$ cat config.mk
export PLATFORM = sky130hd
export DESIGN_NAME = sram_strobe_ctrl
export DESIGN_NICKNAME = d
export VERILOG_FILES = /design/src/rtl/sram_ctl_pkg.sv /design/src/rtl/sram_phase_timer.sv /design/src/rtl/sram_seq_fsm.sv /design/src/rtl/sram_pin_regs.sv /design/src/rtl/sram_strobe_ctrl.sv
export SDC_FILE = /design/constraint.sdc
export NUM_CORES = 1
export LEC_CHECK = 0
export ABC_AREA = 1
export BUFFER_PORTS_ARGS = -buffer_cell sky130_fd_sc_hd__buf_4
export CAP_MARGIN = 20
export CORE_UTILIZATION = 40
export DETAILED_ROUTE_END_ITERATION = 8
export PLACE_DENSITY_LB_ADDON = 0.05
export SYNTH_ARGS = -nofsm -noshare
export SYNTH_HDL_FRONTEND = slang
export SYNTH_SLANG_ARGS = --single-unit
export TNS_END_PERCENT = 10
$ cat constraint.sdc
create_clock -name clk -period 2.6 [get_ports clk]
set_input_delay 0 -clock clk [delete_from_list [all_inputs] [get_ports clk]]
set_output_delay 0 -clock clk [all_outputs]
set_load 0.005 [all_outputs]
$ cat src/rtl/sram_ctl_pkg.sv
package sram_ctl_pkg;

  typedef enum logic [2:0] {
    ST_IDLE, ST_READ, ST_TURN, ST_WRITE, ST_WTAIL, ST_SLEEP, ST_WAKE
  } seq_state_e;

  typedef enum int unsigned {
    TK_RC, TK_AA, TK_CO, TK_OE, TK_HZ, TK_WC, TK_CW, TK_AW, TK_WP, TK_DW
  } time_kind_e;

  // Limit in ns for one speed bin; unknown bins fall back to the fastest set.
  function automatic int unsigned bin_time(input int unsigned bin_ns, input time_kind_e k);
    int unsigned v;
    v = 0;
    case (bin_ns)
      100: case (k)
        TK_RC, TK_AA, TK_CO, TK_WC: v = 100;
        TK_OE: v = 50;
        TK_HZ: v = 30;
        TK_CW, TK_AW: v = 80;
        TK_WP: v = 70;
        TK_DW: v = 40;
        default: v = 0;
      endcase
      85: case (k)
        TK_RC, TK_AA, TK_CO, TK_WC: v = 85;
        TK_OE: v = 40;
        TK_HZ: v = 25;
        TK_CW, TK_AW: v = 70;
        TK_WP: v = 55;
        TK_DW: v = 35;
        default: v = 0;
      endcase
      default: case (k)
        TK_RC, TK_AA, TK_CO, TK_WC: v = 70;
        TK_OE: v = 35;
        TK_HZ: v = 25;
        TK_CW, TK_AW: v = 60;
        TK_WP: v = 55;
        TK_DW: v = 30;
        default: v = 0;
      endcase
    endcase
    return v;
  endfunction

  function automatic int unsigned ns2cyc(input int unsigned ns, input int unsigned clk_ns);
    if (ns == 0) return 0;
    return (ns + clk_ns - 1) / clk_ns;
  endfunction

  function automatic int unsigned max2(input int unsigned a, input int unsigned b);
    return (a > b) ? a : b;
  endfunction

  function automatic int unsigned bits_for(input int unsigned v);
    return (v < 2) ? 1 : $clog2(v + 1);
  endfunction

endpackage

$ cat src/rtl/sram_phase_timer.sv
module sram_phase_timer #(
  parameter int unsigned CNT_W = 4
) (
  input  logic             clk,
  input  logic             rst_n,
  input  logic             load,
  input  logic [CNT_W-1:0] load_val,
  output logic             last
);

  logic [CNT_W-1:0] cnt;

  always_ff @(posedge clk) begin
    if (!rst_n) begin
      cnt <= '0;
    end else if (load) begin
      cnt <= load_val;
    end else if (cnt != '0) begin
      cnt <= cnt - CNT_W'(1);
    end
  end

  assign last = (cnt == CNT_W'(1));

  // A phase is never opened with zero length (R2 occupancy accounting).
  assert_phase_nonzero_R2: assert property (@(posedge clk) disable iff (!rst_n)
    load |-> (load_val != '0));

endmodule

$ cat src/rtl/sram_seq_fsm.sv
module sram_seq_fsm
  import sram_ctl_pkg::*;
#(
  parameter int unsigned CNT_W     = 4,
  parameter int unsigned RD_LEN    = 8,
  parameter int unsigned TURN_LEN  = 3,
  parameter int unsigned WIN_LEN   = 6,
  parameter int unsigned WTAIL_LEN = 1,
  parameter int unsigned WAKE_LEN  = 1
) (
  input  logic             clk,
  input  logic             rst_n,
  input  logic             req_valid,
  input  logic             req_write,
  input  logic             retain,
  input  logic             phase_last,
  output logic             req_ready,
  output logic             take_req,
  output logic             load,
  output logic [CNT_W-1:0] load_val,
  output logic             capture,
  output logic             cs_n_d,
  output logic             oe_n_d,
  output logic             we_n_d,
  output logic             dq_oe_d,
  output seq_state_e       state_o
);

  seq_state_e state, nxt;

  assign req_ready = (state == ST_IDLE) && !retain;
  assign take_req  = req_ready && req_valid;

  always_comb begin
    nxt      = state;
    load     = 1'b0;
    load_val = '0;
    capture  = 1'b0;
    case (state)
      ST_IDLE: begin
        if (retain) begin
          nxt = ST_SLEEP;
        end else if (req_valid) begin
          load = 1'b1;
          if (req_write) begin
            nxt      = ST_WRITE;
            load_val = CNT_W'(WIN_LEN);
          end else begin
            nxt      = ST_READ;
            load_val = CNT_W'(RD_LEN);
          end
        end
      end
      ST_READ: begin
        if (phase_last) begin
          capture = 1'b1;
          if (TURN_LEN != 0) begin
            nxt      = ST_TURN;
            load     = 1'b1;
            load_val = CNT_W'(TURN_LEN);
          end else begin
            nxt = ST_IDLE;
          end
        end
      end
      ST_TURN: if (phase_last) nxt = ST_IDLE;
      ST_WRITE: begin
        if (phase_last) begin
          if (WTAIL_LEN != 0) begin
            nxt      = ST_WTAIL;
            load     = 1'b1;
            load_val = CNT_W'(WTAIL_LEN);
          end else begin
            nxt = ST_IDLE;
          end
        end
      end
      ST_WTAIL: if (phase_last) nxt = ST_IDLE;
      ST_SLEEP: begin
        if (!retain) begin
          if (WAKE_LEN != 0) begin
            nxt      = ST_WAKE;
            load     = 1'b1;
            load_val = CNT_W'(WAKE_LEN);
          end else begin
            nxt = ST_IDLE;
          end
        end
      end
      ST_WAKE: begin
        if (retain) nxt = ST_SLEEP;
        else if (phase_last) nxt = ST_IDLE;
      end
      default: nxt = ST_IDLE;
    endcase
  end

  // Pin levels for the coming cycle follow the state being entered.
  assign cs_n_d  = !((nxt == ST_READ) || (nxt == ST_WRITE));
  assign oe_n_d  = (nxt != ST_READ);
  assign we_n_d  = (nxt != ST_WRITE);
  assign dq_oe_d = (nxt == ST_WRITE);

  always_ff @(posedge clk) begin
    if (!rst_n) state <= ST_IDLE;
    else        state <= nxt;
  end

  assign state_o = state;

  // The capture strobe only closes a read phase.
  assert_capture_closes_read_R4: assert property (@(posedge clk) disable iff (!rst_n)
    capture |=> (state != ST_READ));

endmodule

$ cat src/rtl/sram_pin_regs.sv
module sram_pin_regs #(
  parameter int unsigned ADDR_W = 19,
  parameter int unsigned DATA_W = 8
) (
  input  logic              clk,
  input  logic              rst_n,
  input  logic              take_req,
  input  logic [ADDR_W-1:0] req_addr,
  input  logic [DATA_W-1:0] req_wdata,
  input  logic              capture,
  input  logic              cs_n_d,
  input  logic              oe_n_d,
  input  logic              we_n_d,
  input  logic              dq_oe_d,
  input  logic [DATA_W-1:0] mem_dq_in,
  output logic [ADDR_W-1:0] mem_addr,
  output logic              mem_cs_n,
  output logic              mem_oe_n,
  output logic              mem_we_n,
  output logic [DATA_W-1:0] mem_dq_out,
  output logic              mem_dq_oe,
  output logic              rsp_valid,
  output logic [DATA_W-1:0] rsp_rdata
);

  always_ff @(posedge clk) begin
    if (!rst_n) begin
      mem_addr   <= '0;
      mem_dq_out <= '0;
      mem_cs_n   <= 1'b1;
      mem_oe_n   <= 1'b1;
      mem_we_n   <= 1'b1;
      mem_dq_oe  <= 1'b0;
      rsp_valid  <= 1'b0;
      rsp_rdata  <= '0;
    end else begin
      mem_cs_n  <= cs_n_d;
      mem_oe_n  <= oe_n_d;
      mem_we_n  <= we_n_d;
      mem_dq_oe <= dq_oe_d;
      rsp_valid <= capture;
      if (take_req) begin
        mem_addr   <= req_addr;
        mem_dq_out <= req_wdata;
      end
      if (capture) rsp_rdata <= mem_dq_in;
    end
  end

  assert_bus_in_window_R6: assert property (@(posedge clk) disable iff (!rst_n)
    mem_dq_oe |-> (!mem_cs_n && !mem_we_n));

  assert_bus_data_steady_R6: assert property (@(posedge clk) disable iff (!rst_n)
    (mem_dq_oe && $past(mem_dq_oe)) |-> $stable(mem_dq_out));

  assert_oe_off_in_write_R5: assert property (@(posedge clk) disable iff (!rst_n)
    !mem_we_n |-> mem_oe_n);

  assert_addr_steady_R3: assert property (@(posedge clk) disable iff (!rst_n)
    (!mem_cs_n && $past(!mem_cs_n)) |-> $stable(mem_addr));

  assert_rsp_single_R4: assert property (@(posedge clk) disable iff (!rst_n)
    rsp_valid |=> !rsp_valid);

endmodule

$ cat src/rtl/sram_strobe_ctrl.sv
module sram_strobe_ctrl
  import sram_ctl_pkg::*;
#(
  parameter int unsigned ADDR_W     = 19,
  parameter int unsigned DATA_W     = 8,
  parameter int unsigned CLK_NS     = 10,
  parameter int unsigned SPEED_NS   = 70,
  parameter int unsigned RECOVER_NS = 5000000
) (
  input  logic              clk,
  input  logic              rst_n,
  input  logic              req_valid,
  output logic              req_ready,
  input  logic              req_write,
  input  logic [ADDR_W-1:0] req_addr,
  input  logic [DATA_W-1:0] req_wdata,
  output logic              rsp_valid,
  output logic [DATA_W-1:0] rsp_rdata,
  input  logic              retain_i,
  output logic [ADDR_W-1:0] mem_addr,
  output logic              mem_cs_n,
  output logic              mem_oe_n,
  output logic              mem_we_n,
  output logic [DATA_W-1:0] mem_dq_out,
  input  logic [DATA_W-1:0] mem_dq_in,
  output logic              mem_dq_oe
);

  localparam int unsigned ACC_NS    = max2(max2(bin_time(SPEED_NS, TK_AA), bin_time(SPEED_NS, TK_CO)),
                                           bin_time(SPEED_NS, TK_OE));
  localparam int unsigned RD_LEN    = max2(ns2cyc(ACC_NS, CLK_NS) + 1,
                                           ns2cyc(bin_time(SPEED_NS, TK_RC), CLK_NS));
  localparam int unsigned TURN_LEN  = ns2cyc(bin_time(SPEED_NS, TK_HZ), CLK_NS);
  localparam int unsigned WIN_LEN   = max2(max2(ns2cyc(bin_time(SPEED_NS, TK_WP), CLK_NS),
                                                ns2cyc(bin_time(SPEED_NS, TK_CW), CLK_NS)),
                                           max2(ns2cyc(bin_time(SPEED_NS, TK_AW), CLK_NS),
                                                max2(ns2cyc(bin_time(SPEED_NS, TK_DW), CLK_NS), 1)));
  localparam int unsigned WC_LEN    = ns2cyc(bin_time(SPEED_NS, TK_WC), CLK_NS);
  localparam int unsigned WTAIL_LEN = (WC_LEN > WIN_LEN) ? (WC_LEN - WIN_LEN) : 0;
  localparam int unsigned WAKE_LEN  = ns2cyc(RECOVER_NS, CLK_NS);
  localparam int unsigned LONGEST   = max2(max2(RD_LEN, WIN_LEN),
                                           max2(WAKE_LEN, max2(TURN_LEN, WTAIL_LEN)));
  localparam int unsigned CNT_W     = bits_for(LONGEST);

  logic             phase_last, take_req, load, capture;
  logic [CNT_W-1:0] load_val;
  logic             cs_n_d, oe_n_d, we_n_d, dq_oe_d;
  seq_state_e       seq_state;

  sram_phase_timer #(.CNT_W(CNT_W)) timer_i (
    .clk      (clk),
    .rst_n    (rst_n),
    .load     (load),
    .load_val (load_val),
    .last     (phase_last)
  );

  sram_seq_fsm #(
    .CNT_W     (CNT_W),
    .RD_LEN    (RD_LEN),
    .TURN_LEN  (TURN_LEN),
    .WIN_LEN   (WIN_LEN),
    .WTAIL_LEN (WTAIL_LEN),
    .WAKE_LEN  (WAKE_LEN)
  ) fsm_i (
    .clk        (clk),
    .rst_n      (rst_n),
    .req_valid  (req_valid),
    .req_write  (req_write),
    .retain     (retain_i),
    .phase_last (phase_last),
    .req_ready  (req_ready),
    .take_req   (take_req),
    .load       (load),
    .load_val   (load_val),
    .capture    (capture),
    .cs_n_d     (cs_n_d),
    .oe_n_d     (oe_n_d),
    .we_n_d     (we_n_d),
    .dq_oe_d    (dq_oe_d),
    .state_o    (seq_state)
  );

  sram_pin_regs #(.ADDR_W(ADDR_W), .DATA_W(DATA_W)) pins_i (
    .clk        (clk),
    .rst_n      (rst_n),
    .take_req   (take_req),
    .req_addr   (req_addr),
    .req_wdata  (req_wdata),
    .capture    (capture),
    .cs_n_d     (cs_n_d),
    .oe_n_d     (oe_n_d),
    .we_n_d     (we_n_d),
    .dq_oe_d    (dq_oe_d),
    .mem_dq_in  (mem_dq_in),
    .mem_addr   (mem_addr),
    .mem_cs_n   (mem_cs_n),
    .mem_oe_n   (mem_oe_n),
    .mem_we_n   (mem_we_n),
    .mem_dq_out (mem_dq_out),
    .mem_dq_oe  (mem_dq_oe),
    .rsp_valid  (rsp_valid),
    .rsp_rdata  (rsp_rdata)
  );

  assert_busy_hides_ready_R2: assert property (@(posedge clk) disable iff (!rst_n)
    !mem_cs_n |-> !req_ready);

  assert_accept_selects_R2: assert property (@(posedge clk) disable iff (!rst_n)
    (req_valid && req_ready) |=> !mem_cs_n);

  assert_window_entry_R5: assert property (@(posedge clk) disable iff (!rst_n)
    $fell(mem_we_n) |-> $fell(mem_cs_n));

  assert_retain_deselect_R9: assert property (@(posedge clk) disable iff (!rst_n)
    ((seq_state == ST_SLEEP) || (seq_state == ST_WAKE)) |-> (mem_cs_n && !req_ready));

endmodule

## Word-level counts from Yosys, hierarchy flattened

Index checks and enable logic that the tools add are counted.

| word-level totals | value |
|---|---|
| bits in registers | 62 |
| bits in latches | 0 |
| bits in writable memories | 0 |
| ROM bits | 0 |
| bits of input ports | 40 |
| output and inout bits | 41 |
| word-level logic and storage cells | 56 |
| memories kept | 0 |

| cells by class | value |
|---|---|
| $add $sub $neg | 1 |
| multipliers | 0 |
| divide/modulo/power cells | 0 |
| $lt $le $gt $ge | 0 |
| equality and inequality tests | 11 |
| shifts and indexed selects | 0 |
| multiplexer cells | 24 |
| bitwise operators | 0 |
| reductions and logical operators | 10 |

Operators by type and width:

| operator | number |
|---|---|
| $mux W19 | 5 |
| $pmux W19 S4 | 1 |
| $mux W3 | 7 |
| $eq A19 B1 Y1 const B | 1 |
| $reduce_bool A19 Y1 | 1 |
| $sub A19 B1 Y19 const B | 1 |
| $pmux W3 S6 | 1 |
| $eq A3 B2 Y1 const B | 3 |
| $eq A3 B3 Y1 const B | 3 |
| $eq A3 B1 Y1 const B | 2 |
| $mux W1 | 6 |
| $mux W2 | 2 |
| $mux W4 | 1 |
| $reduce_or A2 Y1 | 2 |
| $logic_not A3 Y1 | 1 |
| $ne A3 B1 Y1 const B | 1 |
| $ne A3 B2 Y1 const B | 1 |
| $pmux W1 S3 | 1 |
| $logic_and A1 B1 Y1 | 2 |
| $logic_not A1 Y1 | 2 |
| $reduce_bool A2 Y1 | 1 |
| $logic_or A1 B1 Y1 | 1 |

## Logic depth before layout (Yosys ltp)

Gate-level depths: netlist (run 1).

| logic depth | value |
|---|---|
| depth after elaboration | 7 |
| mapped depth | 11 |
| mapped depth without buffers | 11 |

## Cells and area by module

From an unflattened synthesis (run 1), not the netlist that was laid out.

| unflattened totals | value |
|---|---|
| cells, all modules | 536 |
| area total of the unflattened synthesis | 3387.0 um^2 |

Modules (own cells, without submodules):

| module | times used | cells each | area an instance (um^2) | sequential area each (um^2) |
|---|---|---|---|---|
| sram_pin_regs | 1 | 237 | 1635.3 | 800.8 |
| sram_phase_timer | 1 | 215 | 1267.5 | 380.4 |
| sram_seq_fsm | 1 | 84 | 484.2 | 60.1 |

## Least setup slack after synthesis (run 1)

No wires, ideal clock.

| timing | value |
|---|---|
| path kind | reg-to-reg |
| from | register timer_i.cnt[4] |
| to | register pins_i.mem_dq_oe |
| library setup time | 0.118 ns |
| data arrival time | 1.307 ns |
| data required time | 2.482 ns |
| path slack | 1.175 ns |
| stages on the path, launching flop included | 10 |
| path buffers | 1 |
| clock period less this slack | 1.425 ns |
| cells stage by stage | dfxtp_1 -> nor2_1 -> nand2_2 -> nor2_2 -> nand4_4 -> buf_6 -> nor2_1 -> nor2_2 -> nand2_2 -> nor2_1 |

| on the way | value |
|---|---|
| longest elaborated chain between the ends | 5 |
| elaborated cells on any way between the ends | 7 |
| classes of those cells | eq/ne (2); mux (5) |

Ends and longest elaborated chain:

| element | RTL line | RTL |
|---|---|---|
| from (decl) | sram_phase_timer.sv:11 | `logic [CNT_W-1:0] cnt;` |
| from (signal assigned) | sram_phase_timer.sv:17 | `cnt <= load_val;` |
| from (signal assigned) | sram_phase_timer.sv:19 | `cnt <= cnt - CNT_W'(1);` |
| $eq A19 B1 Y1 (*) | sram_phase_timer.sv:23 | `assign last = (cnt == CNT_W'(1));` |
| $mux W3 | sram_seq_fsm.sv:66, sram_seq_fsm.sv:78, sram_seq_fsm.sv:92 |  |
| $mux W3 | sram_seq_fsm.sv:91 | `if (retain) nxt = ST_SLEEP;` |
| $pmux W3 S6 (*) | sram_seq_fsm.sv:39 | `case (state)` |
| $eq A3 B2 Y1 (*) | sram_seq_fsm.sv:102 | `assign dq_oe_d = (nxt == ST_WRITE);` |
| to (signal assigned) | sram_pin_regs.sv:40 | `mem_dq_oe <= dq_oe_d;` |
| to (decl) | sram_pin_regs.sv:21 | `output logic mem_dq_oe,` |

Mark *: on every way between the ends. The rest lies on a longest branch, timed or not.
A chain may end at the register's enable or synchronous reset.

## Final worst setup path (run 1)

| timing | value |
|---|---|
| from | register fsm_i.state[1] (netlist: fsm_i.state_o[1]) |
| to | register timer_i.cnt[9] |

| on the way | value |
|---|---|
| longest elaborated chain between the ends | 4 |
| elaborated cells on any way between the ends | 9 |
| classes of those cells | eq/ne (3); mux (3); reduce/logical (3) |

Ends and longest elaborated chain:

| element | RTL line | RTL |
|---|---|---|
| from (decl) | sram_seq_fsm.sv:29 | `seq_state_e state, nxt;` |
| from (signal assigned) | sram_seq_fsm.sv:106 | `else state <= nxt;` |
| $eq A3 B1 Y1 or $eq A3 B2 Y1 (tied branches) | sram_seq_fsm.sv:39 |  |
| $reduce_or A2 Y1 (no source line) | n/a |  |
| $pmux W1 S3 | sram_seq_fsm.sv:39 |  |
| $mux W19 or $reduce_bool A2 Y1 (tied branches) | n/a |  |

Several ways; a longest one is shown, not always the timed one.

==> results of run 1 <==
[report_power, final]
group	switching, mW	leakage, nW	internal (mW)
sequential	0.175	0.507	1.18
combinational	1.31	1.47	0.815
clock	0.374	0.0996	0.495
total	1.86	2.07	2.49
[sequential cells by signal, summed over array words and instances, names as in the netlist, 3 cells and up]
signal and cells:
pins_i.mem_dq_out 8, pins_i.rsp_rdata 8, pins_i.mem_addr 19, fsm_i.state_o 3, timer_i.cnt 19
[how the worst max path moves through the flow]
stage	startpoint	endpoint	cells past startpoint
global route	fsm_i.state_o[1]	timer_i.cnt[9]	8
global placement	fsm_i.state_o[1]	timer_i.cnt[12]	8
floorplan	timer_i.cnt[4]	pins_i.mem_dq_oe	9
detailed placement	fsm_i.state_o[1]	timer_i.cnt[12]	8
CTS	fsm_i.state_o[1]	timer_i.cnt[9]	8
finish	fsm_i.state_o[1]	timer_i.cnt[9]	8
[per-layer routing]
| metal | GRT usage | vias up | wire (µm) |
|---|---|---|---|
| li1 | - | 1546 | - |
| met1 | 0.2546 | 1300 | 3482 |
| met2 | 0.3708 | 72 | 3771 |
| met3 | 0.05308 | 16 | 377 |
| met4 | 0.1106 | 0 | 163 |
| met5 | 0 | - | 0 |
[cell usage after synthesis (2+ instances only)]
| master | instances |
|---|---|
| inv_2 | 3 |
| nand3b_1 | 4 |
| nand4_1 | 5 |
| nand3_1 | 24 |
| nand2_2 | 5 |
| clkbuf_1 | 7 |
| a21oi_1 | 5 |
| nand3_2 | 3 |
| inv_1 | 31 |
| nor2_1 | 127 |
| nand2_1 | 73 |
| nor2_4 | 2 |
| buf_2 | 2 |
| dfxtp_1 | 62 |
| o21ai_0 | 39 |
| nor2_2 | 7 |
| buf_6 | 2 |
| xor2_1 | 6 |
| ha_1 | 3 |
[cells by family (layout without fill, tap and decap cells)]
| kind of cell | after synthesis | count (layout) | share of synthesized area |
|---|---|---|---|
| fa+ha+maj | 3 | 3 | 0.01303 |
| flops | 62 | 62 | 0.4309 |
| xor+xnor | 7 | 7 | 0.02129 |
| compound gates | 45 | 45 | 0.07906 |
| simple gates | 254 | 254 | 0.3862 |
| buf+inv | 47 | 168 | 0.06951 |
[stage by stage]
stage               hold slack (ns)  setup slack, ns  total power, mW  utilization
floorplan                   0.03110            1.175            2.898            -
global placement             0.2215           0.6568            3.423       0.5157
detailed placement           0.2288           0.5705            3.452       0.5157
CTS                         0.03226           0.5547            4.389       0.5975
global route                0.06671           0.3747            4.764       0.5975
finish                      0.05182           0.5759            4.357       0.5975
[worst max-delay path: cells and delay by family (launching register included)]
kind,cells,cell delay [ns]
buf+inv,2,0.28
simple gates,6,1.21
flops,1,0.47
[final cells by class]
cell class / instances / share of cell area
multi-input combinational: 309 / 0.3506
sequential: 62 / 0.3024
inverter: 35 / 0.03262
timing repair buffer: 117 / 0.2360
clock inverter: 3 / 0.01037
clock buffer: 13 / 0.03872
tap: 96 / 0.02927
==> flow_metrics.tcl, run 1 <==
set metrics [dict create \
    cts_buffers 9 \
    fin_crit_sh 0.7785 \
    dieArea_um2 7544 \
    final_nets 577 \
    synth_seq_cells 62 \
    synthFlopType "dfxtp_1" \
    cts_root_buffer "clkbuf_8" \
    grt_pass1_vias 2871 \
    grtUsageTotal 0.2179 \
    nFillCells 655 \
    cts_sinks 62 \
    start_util 0.4193 \
    cts_tree "built" \
    start_kind "flip-flop" \
    firstDrtPassIters 6 \
    placed_cell_area_um2 3542 \
    worst_pin_slew_ns 0.5642 \
    timing.rr.end "timer_i.cnt[9]" \
    syn2layout_area_growth_pct 42.48 \
    crit_path_cell_trace "nor2_1, nand2_2, inv_1, nor2_2, nand2_1, inv_2, nand2_1, nor2_1" \
    ctsHoldBuffers 36 \
    drt_iter0_drc 113 \
    overflow 0 \
    holdPathStages 5 \
    hold_viol 0 \
    setup_violations 0 \
    critPathKind "reg -> reg" \
    cts_setup_buffers 0 \
    wirelength_mm 7.795 \
    vias_per_cell 4.620 \
    syn-mean-instance-area_um2 6.891 \
    dp_cells 583 \
    ctsResizeCount 0 \
    cp_data_required_time_ns 2.88 \
    max_freq_mhz 494.0 \
    mostFrequentLayoutCell "nor2_1" \
    synth_fp_nets 461 \
    yosys_warnings 0 \
    hp-start "retain_i" \
    drive_gt1_frac 0.2189 \
    crit_arrival_ns 2.30 \
    gp_congestion 0.7925 \
    reg2reg_slack_ns 0.58 \
    crit_fanout 11 \
    p_leak_nw 2.075 \
    dpl.hpwl_mm 5.017 \
    yosys.area.top_type_share 0.4309 \
    synth_area_um2 2880 \
    synthDistinctLibCells 27 \
    io_buffer_count 80 \
    slowest_delay_ns 0.47 \
    grt_max_degree 43 \
    ios 81 \
    maxSlewHeadroom 0.6225 \
    status "finished clean" \
    drc 0 \
    ys_seq_area_frac 0.4309 \
    rsz0062_at_grt "false" \
    fin_cells 635 \
    wl_per_cell_um 12.28 \
    layout_common_cells "nor2_1, buf_4, nand2_1" \
    antenna_found_initial 0 \
    tns_ns 0 \
    fin_skew_ns 0.007618 \
    clock_latency_ns 0.33 \
    reg2reg_depth 8 \
    synth_area_leaders "dfxtp_1, nor2_1, nand2_1, o21ai_0, nand3_1" \
    holdCritPathClass "in -> reg" \
    die_h_um 86.86 \
    design_area_um2 4104 \
    syn-instance-count 418 \
    maxCapViolCount 0 \
    diodes 0 \
    postRouteAntennaNets 0 \
    powerDensity_nw_per_um2 1062 \
    cts_buffer_depth 2 \
    path_clk_slew_ns 0.07 \
    synth_edf_count 0 \
    multi_input_area_um2 1439 \
    timing.rr.start "fsm_i.state_o[1]" \
    cpMaxStageDelayCell "dfxtp_1" \
    slew_viol_final 0 \
    via_count 2934 \
    worst_hold_path.endpoint "pins_i.mem_cs_n" \
    h-tree-depth 3 \
    core_area_um2 6869 \
    period_minus_slack_ns 2.024 \
    cp-end-kind "flip-flop" \
    area.sequential_um2 1241 \
    grt_pass1_wl_mm 12.70 \
    die_w_um 86.86 \
    row_count 30 \
    yosys.area.top_type "dfxtp_1" \
    peakVddDrop_uv 349.0 \
    synthArstFlopShare 0 \
]
Note: power is estimated with default switching activity, not from simulation.
==> inputs of run 2 (changes only) <==
Clock period 2.6 ns to 2.1 ns, I/O delays scaled along.
==> flow_metrics.tcl, run 2 (same netlist as run 1, synthesis figures left out) <==
set metrics [dict create \
    status "finished clean" \
    rsz0062_at_grt "false" \
    largestRegisters "pins_i.mem_addr x19, timer_i.cnt x19" \
    period_minus_slack_ns 1.782 \
    multi_input_area_um2 1439 \
    start_kind "flip-flop" \
    cts_buffers 9 \
    cts_buffer_depth 2 \
    timing.rr.start "timer_i.cnt[0]" \
    core_area_um2 6869 \
    clock_latency_ns 0.33 \
    fin_cells 638 \
    drt_iter0_drc 175 \
    drc 0 \
    ctsResizeCount 0 \
    critPathLaunch "timer_i.cnt[0]" \
    cp_data_required_time_ns 2.36 \
    io_buffer_count 80 \
    cp-end-kind "flip-flop" \
    maxCapViolCount 0 \
    area.sequential_um2 1241 \
    power_frac_comb 0.496 \
    critPathKind "reg -> reg" \
    pwr-share-clk 0.197 \
    final_util 0.6007 \
    tns_ns 0 \
    die_w_um 86.86 \
    syn2layout_area_growth_pct 43.27 \
    p_leak_nw 2.088 \
    power.total_mw 5.434 \
    dpl.hpwl_mm 5.114 \
    firstDrtPassIters 4 \
    hold_viol 0 \
    overflow 0 \
    wirelength_mm 7.981 \
    path_clk_slew_ns 0.07 \
    final_nets 580 \
    crit_fanout 6 \
    postRouteAntennaNets 0 \
    placed_cell_area_um2 3565 \
    crit_arrival_ns 2.04 \
    ios 81 \
    cts_sinks 62 \
    fin_skew_ns 0.005702 \
    via_count 3003 \
    peakVddDrop_uv 573.5 \
    power_switching_mw 2.335 \
    swShare 0.4297 \
    holdCritPathClass "in -> reg" \
    worst_pin_slew_ns 0.4984 \
    wl_per_cell_um 12.51 \
    hp-start "retain_i" \
    h-tree-depth 3 \
    vias_per_cell 4.707 \
    grtUsageTotal 0.2231 \
    grt_pass1_wl_mm 13.01 \
    hold_slack_ns 0.04619 \
    nFillCells 628 \
    dpl_worst_slack_ns 0.3320 \
    antenna_found_initial 0 \
    mostFrequentLayoutCell "nor2_1" \
    design_area_um2 4126 \
    diodes 0 \
    maxSlewHeadroom 0.6665 \
    fin_crit_sh 0.8486 \
    cts_root_buffer "clkbuf_8" \
    p_int_mw 3.099 \
    slew_viol_final 0 \
    powerDensity_nw_per_um2 1317 \
    cts_tree "built" \
    start_util 0.4193 \
    max_freq_mhz 561.2 \
    die_h_um 86.86 \
    grt_max_degree 43 \
    layout_common_cells "nor2_1, buf_4, nand2_1" \
    drive_gt1_frac 0.2232 \
    dp_cells 586 \
    dieArea_um2 7544 \
    p_seq_frac 0.308 \
    setup_violations 0 \
    grt_pass1_vias 2975 \
    setup_ws_ns 0.3180 \
    row_count 30 \
    gp_congestion 0.8629 \
]
-- run 2: per-layer routing --
metal,vias to the layer above,GRT usage,part of all wire
li1,1545,-,-
met1,1379,0.2691,0.47
met2,67,0.3822,0.48
met3,12,0.06161,0.043
met4,0,0.07424,0.015
met5,-,0,0
-- run 2: power by group through the flow --
stage / Sequential (mW) / Clock [mW] / Combinational, mW
2_1_floorplan: 1.66 / 0 / 1.92
3_3_place_gp: 1.68 / 0 / 2.60
3_5_place_dp: 1.69 / 0 / 2.61
4_1_cts: 1.67 / 1.08 / 2.69
5_1_grt: 1.71 / 1.15 / 3.07
6_report: 1.67 / 1.07 / 2.69
-- run 2: what timing repair did --
item / 4_1_cts / 5_1_grt
endpoints found under the hold margin: 36 / 0
hold buffers: 36 / 0
buffers inserted: 0 / 0
endpoints found under the setup margin: 0 / 0
-- run 2: worst paths after layout --
check / endpoint / slack (ns) / cells after the start
setup / recovery: timer_i.cnt[17] / 0.32 / 9
hold / removal: pins_i.mem_cs_n / 0.05 / 5
setup reg to reg: timer_i.cnt[17] / 0.32 / 9
hold reg to reg: timer_i.cnt[1] / 0.48 / 2
-- run 2: worst max-delay path, stage by stage, from the launching register on --
cell and delay (ns):
dfxtp_1 0.34, inv_1 0.14, nand3_1 0.22, nor2_1 0.46, nand3_1 0.13, nand2_1 0.08, nand2_1 0.07, nor2_1 0.10
nor2_1 0.06, nor2_1 0.13
-- run 2: layout make-up --
| class | count | share of cell area |
|---|---|---|
| Clock buffer | 13 | 0.03851 |
| Sequential cell | 62 | 0.3008 |
| Multi-Input combinational cell | 309 | 0.3487 |
| Timing Repair Buffer | 120 | 0.2401 |
| Inverter | 35 | 0.03244 |
| Tap cell | 96 | 0.02911 |
| Clock inverter | 3 | 0.01031 |
==> inputs of run 3 (changes only) <==
Settings changed: ABC_AREA 1 to 0.
Clock period 2.1 ns to 1.6 ns, I/O delays scaled along.
==> flow_metrics.tcl, run 3 <==
set metrics [dict create \
    hold_slack_ns 0.06227 \
    path_clk_slew_ns 0.07 \
    reg2reg_depth 7 \
    synth_edf_count 0 \
    power_frac_comb 0.533 \
    dieArea_um2 6977 \
    setup_ws_ns -0.4954 \
    cts_tree "built" \
    yosys.area.top_type_share 0.4668 \
    cp_data_required_time_ns 1.81 \
    hold_viol 0 \
    fin_cells 576 \
    fin_skew_ns 0.01246 \
    synth_area_leaders "dfxtp_1, nand2_1, a21oi_1, nor2_1, xnor2_1" \
    synth_seq_cells 62 \
    row_count 29 \
    maxCapViolCount 0 \
    crit_arrival_ns 2.31 \
    drc 0 \
    timing.rr.start "timer_i.cnt[8]" \
    synthArstFlopShare 0 \
    post-synth-top-count-cell "nand2_1" \
    tns_ns -13.09 \
    die_w_um 83.53 \
    fin_crit_sh 1.310 \
    timing.rr.end "pins_i.rsp_rdata[3]" \
    io_buffer_count 80 \
    synthDistinctLibCells 47 \
    synth_area_um2 2659 \
    start_util 0.4163 \
    period_minus_slack_ns 2.095 \
    vias_per_cell 4.868 \
    powerDensity_nw_per_um2 1647 \
    firstDrtPassIters 4 \
    start_kind "flip-flop" \
    ys_top_cells_by_count "nand2_1, dfxtp_1, a21oi_1" \
    dpl_worst_slack_ns -0.5765 \
    worst_pin_slew_ns 0.6128 \
    peakVddDrop_uv 1294 \
    ios 81 \
    rsz0062_at_grt "true" \
    p_seq_frac 0.279 \
    antenna_found_initial 0 \
    grt_pass1_vias 2744 \
    final_nets 538 \
    drt_iter0_drc 74 \
    synth_fp_nets 361 \
    ys_seq_area_frac 0.4668 \
    cpMaxStageDelayCell "or4b_4" \
    cp-end-kind "flip-flop" \
    nFillCells 527 \
    swShare 0.3451 \
    cts_buffers 9 \
    postRouteAntennaNets 0 \
    critPathKind "reg -> reg" \
    slew_viol_final 0 \
    wl_per_cell_um 12.76 \
    max_freq_mhz 477.2 \
    layout_common_cells "buf_4, nand2_1, dfxtp_1" \
    grt_max_degree 29 \
    reg2reg_slack_ns -0.50 \
    diodes 0 \
    critPathLaunch "timer_i.cnt[8]" \
    via_count 2804 \
    status "finished, violations left" \
    gp_congestion 0.8508 \
    grt_pass1_wl_mm 12.39 \
    largestRegisters "pins_i.mem_addr x19, timer_i.cnt x19" \
    slowest_delay_ns 0.57 \
    cts_root_buffer "clkbuf_8" \
    syn-instance-count 318 \
    mostFrequentLayoutCell "buf_4" \
    die_h_um 83.53 \
    placed_cell_area_um2 3786 \
    overflow 0 \
    power_switching_mw 2.557 \
    violations "setup timing" \
    p_leak_nw 1.945 \
    h-tree-depth 3 \
    p_int_mw 4.853 \
    cts_sinks 62 \
    yosys.area.top_type "dfxtp_1" \
    core_area_um2 6386 \
    crit_fanout 8 \
    cts_buffer_depth 2 \
    holdCritPathClass "in -> reg" \
    drive_gt1_frac 0.3768 \
    design_area_um2 4498 \
    crit_path_cell_trace "nor4_4, nand3_2, or4b_4, nor3_4, buf_12, mux2i_2, nor2_1" \
    yosys_warnings 0 \
    setup_violations 35 \
    pwr-share-clk 0.188 \
    syn2layout_area_growth_pct 69.18 \
    wirelength_mm 7.348 \
    maxSlewHeadroom 0.5896 \
    dpl.hpwl_mm 4.962 \
    dp_cells 520 \
    synthFlopType "dfxtp_1" \
    syn-mean-instance-area_um2 8.361 \
    grtUsageTotal 0.2199 \
    clock_latency_ns 0.33 \
    setup.worst_path.end "pins_i.rsp_rdata[3]" \
]
## run 3: cell types whose count changed after synthesis, moves of 5 or more
cell      change
nor3_1        +7
xnor2_1      +11
a21oi_1      +30
nor2_1       -97
nor2_2        -7
o21ai_0      -33
clkbuf_1      +6
nand2_2       -5
nand3_1      -18
mux2i_1      +10
inv_1        -26
nand2b_1      +6
## run 3: timing repair
action	CTS	global route
hold buffers	37	0
resized for setup	17	12
gates cloned	0	0
hold endpoints to repair	37	0
setup endpoints to repair	62	62
setup buffers	2	2
pin swaps	4	2
## run 3: area by class of cell
class	instances	area, µm²	share of cell area
repair buffers	180	1489	0.3310
multi-input cells	237	1448	0.3218
flip-flops and latches	62	1247	0.2773
clock buffers	12	155.1	0.03449
well taps	77	96.34	0.02142
clock inverters	3	43.79	0.009736
inverters	5	18.77	0.004172
## run 3: cells by family after synthesis
logic type | synth area share
DFF | 0.4668
adders and majority gates | 0.01412
AOI/OAI and AO/OA | 0.1313
buffers and inverters | 0.02682
and+or+nand+nor | 0.2772
xor gates and xnor gates | 0.04612
muxes | 0.03765
## run 3: metal layers
| layer | routed length (µm) | up-vias | GRT usage | share of wire |
|---|---|---|---|---|
| met2 | 3519 | 59 | 0.3607 | 0.48 |
| met3 | 273 | 15 | 0.05440 | 0.037 |
| li1 | - | 1439 | - | - |
| met4 | 155 | 0 | 0.08475 | 0.021 |
| met1 | 3399 | 1291 | 0.2792 | 0.46 |
| met5 | 0 | - | 0 | 0 |
## run 3: how the worst min path moves through the flow
stage	start	endpoint	slack, ns	cells after the start
detailed placement	mem_dq_in[5]	pins_i.rsp_rdata[5]	0.25	3
finish	retain_i	pins_i.mem_we_n	0.06	3
global placement	mem_dq_in[1]	pins_i.rsp_rdata[1]	0.23	3
global route	retain_i	pins_i.mem_we_n	0.07	3
floorplan	rst_n	fsm_i.state_o[1]	0.12	1
CTS	retain_i	pins_i.mem_we_n	0.04	3
## run 3: critical path: cells and delay by family, from the launching register on
family        cells  cell delay, ns
buf+inv           1            0.16
flops             1            0.33
mux               1            0.20
simple gates      5            1.28
## run 3: per-stage QoR
stage	total power [mW]	utilization
floorplan	3.981	-
CTS	7.338	0.6957
detailed placement	5.613	0.5929
global route	7.953	0.7044
finish	7.410	0.7044
global placement	5.586	0.5929
## run 3: power by group through the flow
stage          clock [mW]  combinational, mW  sequential, mW
2_1_floorplan           0               1.87            2.11
3_5_place_dp            0               3.54            2.07
5_1_grt              1.49               4.36            2.10
6_report             1.39               3.95            2.07
4_1_cts              1.44               3.83            2.07
3_3_place_gp            0               3.52            2.07
